### src/rtl/flash_rwb_pkg.sv
package flash_rwb_pkg;

   typedef enum logic [1:0] {
      ST_IDLE  = 2'd0,
      ST_ACC   = 2'd1,
      ST_STALL = 2'd2,
      ST_ERR   = 2'd3
   } frt_state_e;

   typedef struct packed {
      logic err;
      logic stall_irq;
      logic abort;
      logic abort_irq;
   } rwb_act_t;

   localparam int unsigned RWB_W = 3;
   localparam int unsigned N_IRQ = 2;
   localparam int unsigned IRQ_STALL = 0;
   localparam int unsigned IRQ_ABORT = 1;

endpackage

### src/rtl/frt_cfg_regs.sv
module frt_cfg_regs
   import flash_rwb_pkg::*;
#(
   parameter int unsigned WS_W    = 5,
   parameter int unsigned WS_RST  = 2,
   parameter logic [2:0]  RWB_RST = 3'b111
) (
   input  logic             clk_i,
   input  logic             rst_ni,
   input  logic             we_i,
   input  logic [WS_W-1:0]  ws_i,
   input  logic [RWB_W-1:0] rwb_i,
   output logic [WS_W-1:0]  ws_o,
   output logic [RWB_W-1:0] rwb_o
);
   localparam logic [WS_W-1:0] WS_INIT = WS_RST[WS_W-1:0];

   if (WS_RST >= (1 << WS_W)) begin : g_bad_rst
      $error("frt_cfg_regs: WS_RST does not fit in WS_W bits");
   end

   always_ff @(posedge clk_i or negedge rst_ni) begin
      if (!rst_ni) begin
         ws_o  <= WS_INIT;
         rwb_o <= RWB_RST;
      end else if (we_i) begin
         ws_o  <= ws_i;
         rwb_o <= rwb_i;
      end
   end
endmodule

### src/rtl/frt_rwb_policy.sv
module frt_rwb_policy
   import flash_rwb_pkg::*;
(
   input  logic [RWB_W-1:0] code_i,
   output rwb_act_t         act_o
);
   always_comb begin
      act_o = '0;
      if (!code_i[2]) begin
         act_o.err = 1'b1;
      end else begin
         unique case (code_i[1:0])
            2'b11: act_o = '0;
            2'b10: act_o.stall_irq = 1'b1;
            2'b01: act_o.abort = 1'b1;
            2'b00: begin
               act_o.abort     = 1'b1;
               act_o.abort_irq = 1'b1;
            end
            default: act_o = '0;
         endcase
      end
   end
endmodule

### src/rtl/frt_wait_cnt.sv
module frt_wait_cnt #(
   parameter int unsigned WS_W = 5
) (
   input  logic            clk_i,
   input  logic            rst_ni,
   input  logic            load_i,
   input  logic [WS_W-1:0] val_i,
   input  logic            en_i,
   output logic            zero_o
);
   logic [WS_W-1:0] cnt_q;

   always_ff @(posedge clk_i or negedge rst_ni) begin
      if (!rst_ni) begin
         cnt_q <= '0;
      end else if (load_i) begin
         cnt_q <= val_i;
      end else if (en_i && (cnt_q != '0)) begin
         cnt_q <= cnt_q - 1'b1;
      end
   end

   assign zero_o = (cnt_q == '0);
endmodule

### src/rtl/frt_irq_flags.sv
module frt_irq_flags #(
   parameter int unsigned N = 2
) (
   input  logic         clk_i,
   input  logic         rst_ni,
   input  logic [N-1:0] set_i,
   input  logic [N-1:0] clr_i,
   output logic [N-1:0] flag_o
);
   for (genvar i = 0; i < N; i++) begin : g_flag
      logic q;
      always_ff @(posedge clk_i or negedge rst_ni) begin
         if (!rst_ni) begin
            q <= 1'b0;
         end else if (set_i[i]) begin
            q <= 1'b1;
         end else if (clr_i[i]) begin
            q <= 1'b0;
         end
      end
      assign flag_o[i] = q;
   end
endmodule

### src/rtl/flash_rd_timing_ctrl.sv
module flash_rd_timing_ctrl
   import flash_rwb_pkg::*;
#(
   parameter int unsigned ADDR_W  = 24,
   parameter int unsigned WS_W    = 5,
   parameter int unsigned WS_RST  = 2,
   parameter logic [2:0]  RWB_RST = 3'b111
) (
   input  logic              clk_i,
   input  logic              rst_ni,
   input  logic              cfg_we_i,
   input  logic [WS_W-1:0]   cfg_wait_i,
   input  logic [2:0]        cfg_rwb_i,
   input  logic [1:0]        irq_clr_i,
   input  logic              rd_req_i,
   input  logic [ADDR_W-1:0] rd_addr_i,
   output logic              rdy_o,
   output logic              err_o,
   input  logic              arr_busy_i,
   output logic              arr_rd_o,
   output logic [ADDR_W-1:0] arr_addr_o,
   output logic              abort_o,
   output logic              stall_irq_o,
   output logic              abort_irq_o
);
   if (ADDR_W == 0 || WS_W == 0) begin : g_bad_w
      $error("flash_rd_timing_ctrl: widths must be non-zero");
   end

   frt_state_e        state_q, state_d;
   logic [ADDR_W-1:0] addr_q;
   logic              abort_q;
   logic [WS_W-1:0]   ws_cfg;
   logic [RWB_W-1:0]  rwb_cfg;
   rwb_act_t          act;
   logic              cnt_zero, cnt_load;
   logic              accept, accept_busy;
   logic [N_IRQ-1:0]  irq_set, irq_flags;

   frt_cfg_regs #(.WS_W(WS_W), .WS_RST(WS_RST), .RWB_RST(RWB_RST)) u_cfg (
      .clk_i (clk_i), .rst_ni(rst_ni), .we_i(cfg_we_i),
      .ws_i  (cfg_wait_i), .rwb_i(cfg_rwb_i),
      .ws_o  (ws_cfg), .rwb_o(rwb_cfg)
   );

   frt_rwb_policy u_pol (.code_i(rwb_cfg), .act_o(act));

   assign accept      = (state_q == ST_IDLE) && rd_req_i;
   assign accept_busy = accept && arr_busy_i;

   always_comb begin
      state_d  = state_q;
      cnt_load = 1'b0;
      unique case (state_q)
         ST_IDLE: begin
            if (rd_req_i) begin
               if (!arr_busy_i) begin
                  state_d  = ST_ACC;
                  cnt_load = 1'b1;
               end else if (act.err) begin
                  state_d = ST_ERR;
               end else begin
                  state_d = ST_STALL;
               end
            end
         end
         ST_ACC:   if (cnt_zero) state_d = ST_IDLE;
         ST_STALL: begin
            if (!arr_busy_i) begin
               state_d  = ST_ACC;
               cnt_load = 1'b1;
            end
         end
         ST_ERR:   state_d = ST_IDLE;
         default:  state_d = ST_IDLE;
      endcase
   end

   frt_wait_cnt #(.WS_W(WS_W)) u_cnt (
      .clk_i (clk_i), .rst_ni(rst_ni), .load_i(cnt_load),
      .val_i (ws_cfg), .en_i(state_q == ST_ACC), .zero_o(cnt_zero)
   );

   always_ff @(posedge clk_i or negedge rst_ni) begin
      if (!rst_ni) begin
         state_q <= ST_IDLE;
         addr_q  <= '0;
         abort_q <= 1'b0;
      end else begin
         state_q <= state_d;
         if (accept) begin
            addr_q  <= rd_addr_i;
            abort_q <= arr_busy_i && act.abort && !act.err;
         end
      end
   end

   assign irq_set[IRQ_STALL] = accept_busy && act.stall_irq;
   assign irq_set[IRQ_ABORT] = accept_busy && act.abort_irq;

   frt_irq_flags #(.N(N_IRQ)) u_irq (
      .clk_i(clk_i), .rst_ni(rst_ni), .set_i(irq_set),
      .clr_i(irq_clr_i), .flag_o(irq_flags)
   );

   assign rdy_o       = ((state_q == ST_ACC) && cnt_zero) || (state_q == ST_ERR);
   assign err_o       = (state_q == ST_ERR);
   assign arr_rd_o    = (state_q == ST_ACC);
   assign arr_addr_o  = addr_q;
   assign abort_o     = (state_q == ST_STALL) && abort_q;
   assign stall_irq_o = irq_flags[IRQ_STALL];
   assign abort_irq_o = irq_flags[IRQ_ABORT];
endmodule

### config.mk
export PLATFORM = sky130hd
export DESIGN_NAME = flash_rd_timing_ctrl
export DESIGN_NICKNAME = d
export VERILOG_FILES = /design/src/rtl/flash_rwb_pkg.sv /design/src/rtl/frt_cfg_regs.sv /design/src/rtl/frt_rwb_policy.sv /design/src/rtl/frt_wait_cnt.sv /design/src/rtl/frt_irq_flags.sv /design/src/rtl/flash_rd_timing_ctrl.sv
export SDC_FILE = /design/constraint.sdc
export NUM_CORES = 1
export LEC_CHECK = 0
export ABC_AREA = 1
export CORE_MARGIN = 2
export CORE_UTILIZATION = 45
export DETAILED_ROUTE_END_ITERATION = 10
export DONT_BUFFER_PORTS = 1
export SETUP_SLACK_MARGIN = 0.3
export SKIP_CTS_REPAIR_TIMING = 1
export SYNTH_ARGS = -nofsm -noshare
export SYNTH_HDL_FRONTEND = slang
export SYNTH_SLANG_ARGS = --single-unit
### constraint.sdc
create_clock -name clk_i -period 2.9 [get_ports clk_i]
set_input_delay 0.725 -clock clk_i [delete_from_list [all_inputs] [get_ports clk_i]]
set_output_delay 0.725 -clock clk_i [all_outputs]
set_load 0.1 [all_outputs]
# After elaboration in Yosys (flattened, before gate mapping)
# Index checks and enable logic that the tools add are counted.
[op_classes]
addsub = 1
n_eq_ne = 8
mux = 19
n_reduce_logical = 19
[op_table]
columns = ["cell", "n"]
rows = [
  ["$mux W1", 10],
  ["$mux W5", 2],
  ["$logic_and A1 B1 Y1", 9],
  ["$mux W2", 4],
  ["$pmux W2 S4", 1],
  ["$eq A2 B2 Y1 const B", 3],
  ["$ne A2 B2 Y1 const B", 3],
  ["$reduce_bool A2 Y1", 3],
  ["$logic_not A5 Y1", 1],
  ["$reduce_bool A5 Y1", 1],
  ["$sub A5 B1 Y5 const B", 1],
  ["$eq A2 B1 Y1 const B", 2],
  ["$logic_not A2 Y1", 2],
  ["$mux W3", 1],
  ["$reduce_and A3 Y1", 1],
  ["$pmux W1 S2", 1],
  ["$reduce_or A2 Y1", 1],
  ["$logic_or A1 B1 Y1", 1],
]
[totals]
reg_bits = 42
inputBits = 39
out_inout_bits = 30
elab_cells = 55

# Depth between registers and ports, before layout
[logic_depth]
depth_word = 6
ltp_mapped = 7
depth_no_buf = 7

# Cells and area by module
# Synthesis repeated with hierarchy kept, for this count alone.
[hier_totals]
cells_unflattened = 233
area_unflattened_um2 = 1889.3
[modules_own_cells]
columns = ["mod", "n_inst", "cells_each", "area_per_inst_um2", "seq_area_each_um2"]
rows = [
  ["flash_rd_timing_ctrl", 1, 134, 1122.3, 675.6],
  ["frt_wait_cnt", 1, 46, 335.3, 125.1],
  ["frt_cfg_regs", 1, 34, 310.3, 205.2],
  ["frt_irq_flags", 1, 12, 95.1, 50.0],
  ["frt_rwb_policy", 1, 7, 26.3, 0.0],
]

# Least setup slack after synthesis
# No wires, ideal clock.
[synth_path]
path_kind = "flip-flop to output port"
startpoint = "register u_cnt.cnt_q[0]"
endpoint = "output rdy_o"
arrival_ns = 2.266
t_required_ns = 2.175
setup_slack_ns = -0.091
stages_incl_launch_ff = 5
path_buffers = 0
path_cell_list = "dfrtp_1 inv_1 ha_1 nand3_2 a21oi_1"
[synth_between]
elab_chain_len = 3
[synth_rtl]
columns = ["item", "line_no", "text"]
rows = [
  ["from (decl)", "frt_wait_cnt.sv:11", "logic [WS_W-1:0] cnt_q;"],
  ["from (signal assigned)", "frt_wait_cnt.sv:17", "cnt_q <= val_i;"],
  ["from (signal assigned)", "frt_wait_cnt.sv:19", "cnt_q <= cnt_q - 1'b1;"],
  ["$logic_not A5 Y1", "frt_wait_cnt.sv:23", "assign zero_o = (cnt_q == '0);"],
  ["$logic_and A1 B1 Y1", "flash_rd_timing_ctrl.sv:106", "assign rdy_o = ((state_q == ST_ACC) && cnt_zero) || (state_q == ST_ERR);"],
  ["$logic_or A1 B1 Y1", "flash_rd_timing_ctrl.sv:106", ""],
  ["to (decl)", "flash_rd_timing_ctrl.sv:17", "output logic rdy_o,"],
]
# Every way passes these cells.

# Final worst setup path
# Same ends and word-level chain as after synthesis.

==> flow_summary.toml <==
[worst_setup_path]
path_class = "flop to primary output"
startpoint = "u_cnt.cnt_q[0]"
cpMaxStageDelayCell = "dfrtp_1"
critPathMaxStageDelay_ps = 380
cp.arrival_ps = 1610
path_max_fanout = 4
r2r-start = "state_q[0]"
crit_chain = "inv_1 > ha_1 > nand3_2 > a21oi_2 > buf_4"
worst_setup_path_end_kind = "primary output"
required_ps = 2170
cp-start-kind = "flop"

[synthesis]
ys_ff_latch = 42
async_flop_share_pct = 100.0
synth_fa_ha_area_share_pct = 0.6680
syn_inst = 210
yosys.area_share.simple_pct = 21.38
synth_ff_type = "dfrtp_1"
ys_top_cells_by_area = "dfrtp_1 51%, nand2_1 11%, inv_1 7.4%"
synth_area_per_cell_sq_um = 8.919
synthMuxAreaShare_pct = 3.006
synth_nets = 250
seq_area_frac_synth_pct = 56.38
syn-cell-area_sq_um = 1873
yosysTopAreaCellShare_pct = 50.77
yosys-top-cells-count = "56 x nand2_1, 38 x dfrtp_1, 37 x inv_1"
synth_top_family_by_area = "simple AND/OR/NAND/NOR gates"
synth_compound_area_share_pct = 8.484
synth_warnings = 0
synth_edf_count = 0
synth.most_common_cell = "nand2_1"
synth-xor-area-share_pct = 0.4676
synth_cell_types = 22
synth_top_cell_by_area = "dfrtp_1"

[place]
hpwl_microns = 2639
gp_congestion = 0.7982
preCtsSetupSlack_ps = 851.7
io_buffers = 0
place_area_sq_um = 1932

[sta]
finalCritPeriodShare_pct = 80.65
setup_tns_ps = 0
rsz0062_at_grt = "false"
finalCriticalPeriod_ps = 2339
setup_ws_ps = 561.2
slew_viol_final = 0
max_freq_mhz = 427.6
hold_viol_final = 0
clock_skew_ps = 3.421
setup_violations = 0
max_slew_margin_pct = 38.63
tightestPinTransition_ps = 920.5

[routing]
drc = 0
detail_route.first_pass.iterations = 4
vias = 1316
ant_nets = 0
viasPerCell = 4.966
routed_wl_microns = 3565
wl_per_cell_microns = 13.45
drt-initial-drc-count = 55

[global_route]
grt_pass1_vias = 1312
grt_max_degree = 53
grt_pass1_wl_microns = 5644
antenna_found_initial = 0
grt_use_total_pct = 16.48
gr-total-overflow = 0

[min_path]
hold_class = "input port to asynchronous set/reset pin"

[floorplanning]
die-area_sq_um = 4694
die_w_microns = 68.52
start_util_pct = 46.83
placementRows = 23
io-pin-count = 69
die_y_microns = 68.52
core_area_sq_um = 4000

[cells_and_area]
fin_area_sq_um = 2044
nNetsFinal = 254
diodes = 0
final_core_util_pct = 51.11
drive_above_1_share_pct = 15.35
syn_to_final_growth_pct = 9.152

[run]
drv_cap = 0

[clock_network]
cts_tree = "built"
clk_pin_slew_ps = 80
cts_buffers = 5
htreeDepth = 2
clkSinkCount = 42
clockRootBuffer = "clkbuf_8"
clockBufferDepth = 2
worst_skew_pair.late_latency_ps = 290

[outcome]
status = "completed"
-- final timing paths --
check | slack (ps) | depth (start not counted) | endpoint
max | 560 | 5 | rdy_o
min | 120 | 0 | u_cnt.cnt_q[3]
max reg2reg | 990 | 5 | u_irq.g_flag[0].q
min reg2reg | 500 | 2 | abort_q
max in group asynchronous | 2600 | 0 | u_cfg.ws_o[1]
min in group clk_i | 500 | 2 | abort_q
-- layout make-up --
cell class | count | area, sq um
fill | 387 | 1956
sequential | 42 | 1056
multi-input combinational | 122 | 640.6
inverter | 40 | 150.1
clock buffer | 5 | 68.82
tap | 50 | 62.56
clock inverter | 3 | 43.79
timing repair buffer | 3 | 22.52
-- cell families (layout without fill, tap and decap cells) --
family          Yosys count  in the layout
fa+ha+maj                 1              1
buf+inv                  46             51
compound gates           31             31
xor+xnor                  1              1
mux                       5              5
flops                    42             42
simple gates             84             84
-- layout by cell type, fill, tap and decap left out, types with 2 or more instances in the layout --
cell / netlist / layout
inv_2: 3 / 3
nor2_1: 4 / 4
dfrtp_1: 38 / 38
nand3_1: 8 / 8
nand2_4: 3 / 3
nand3_2: 2 / 2
o21ai_0: 3 / 3
buf_4: 0 / 3
dfstp_2: 4 / 4
nand2_1: 56 / 56
clkbuf_8: 0 / 5
mux2_2: 5 / 5
nor2_2: 3 / 3
inv_1: 37 / 37
o21ai_1: 26 / 26
nand4_1: 5 / 5
-- worst max-delay path, delay by kind of cell (launching register included) --
| family | cells | cell delay, ps |
|---|---|---|
| adder cells (fa/ha/maj) | 1 | 240 |
| buffers and inverters | 2 | 410 |
| AND/OR/NAND/NOR | 1 | 150 |
| AO/OA/AOI/OAI | 1 | 140 |
| flip-flops | 1 | 380 |
-- sequential cells by signal, summed over array words and instances (netlist names) --
signal and cells:
u_irq.g_flag.q 2, state_q 2, arr_addr_o 24, u_cfg.rwb_o 3, abort_q 1, u_cnt.cnt_q 5
u_cfg.ws_o 5
-- stage by stage --
stage          std cells  hold WS [ps]
3_3_place_gp         257         430.3
6_report             265         120.4
3_5_place_dp         257         430.3
5_1_grt              265         99.29
2_1_floorplan        210         429.4
4_1_cts              265         111.2
-- per-layer routing --
metal | share of wire, % | track usage [%] | up-vias
li1 | - | - | 657
met1 | 42 | 19.19 | 600
met2 | 50 | 27.64 | 50
met3 | 6.7 | 4.708 | 9
met4 | 1.8 | 8.250 | 0
met5 | 0 | 0 | -
Power is not shown: default switching activity piles up to over one toggle a cycle in this logic, so the estimate is an artifact.
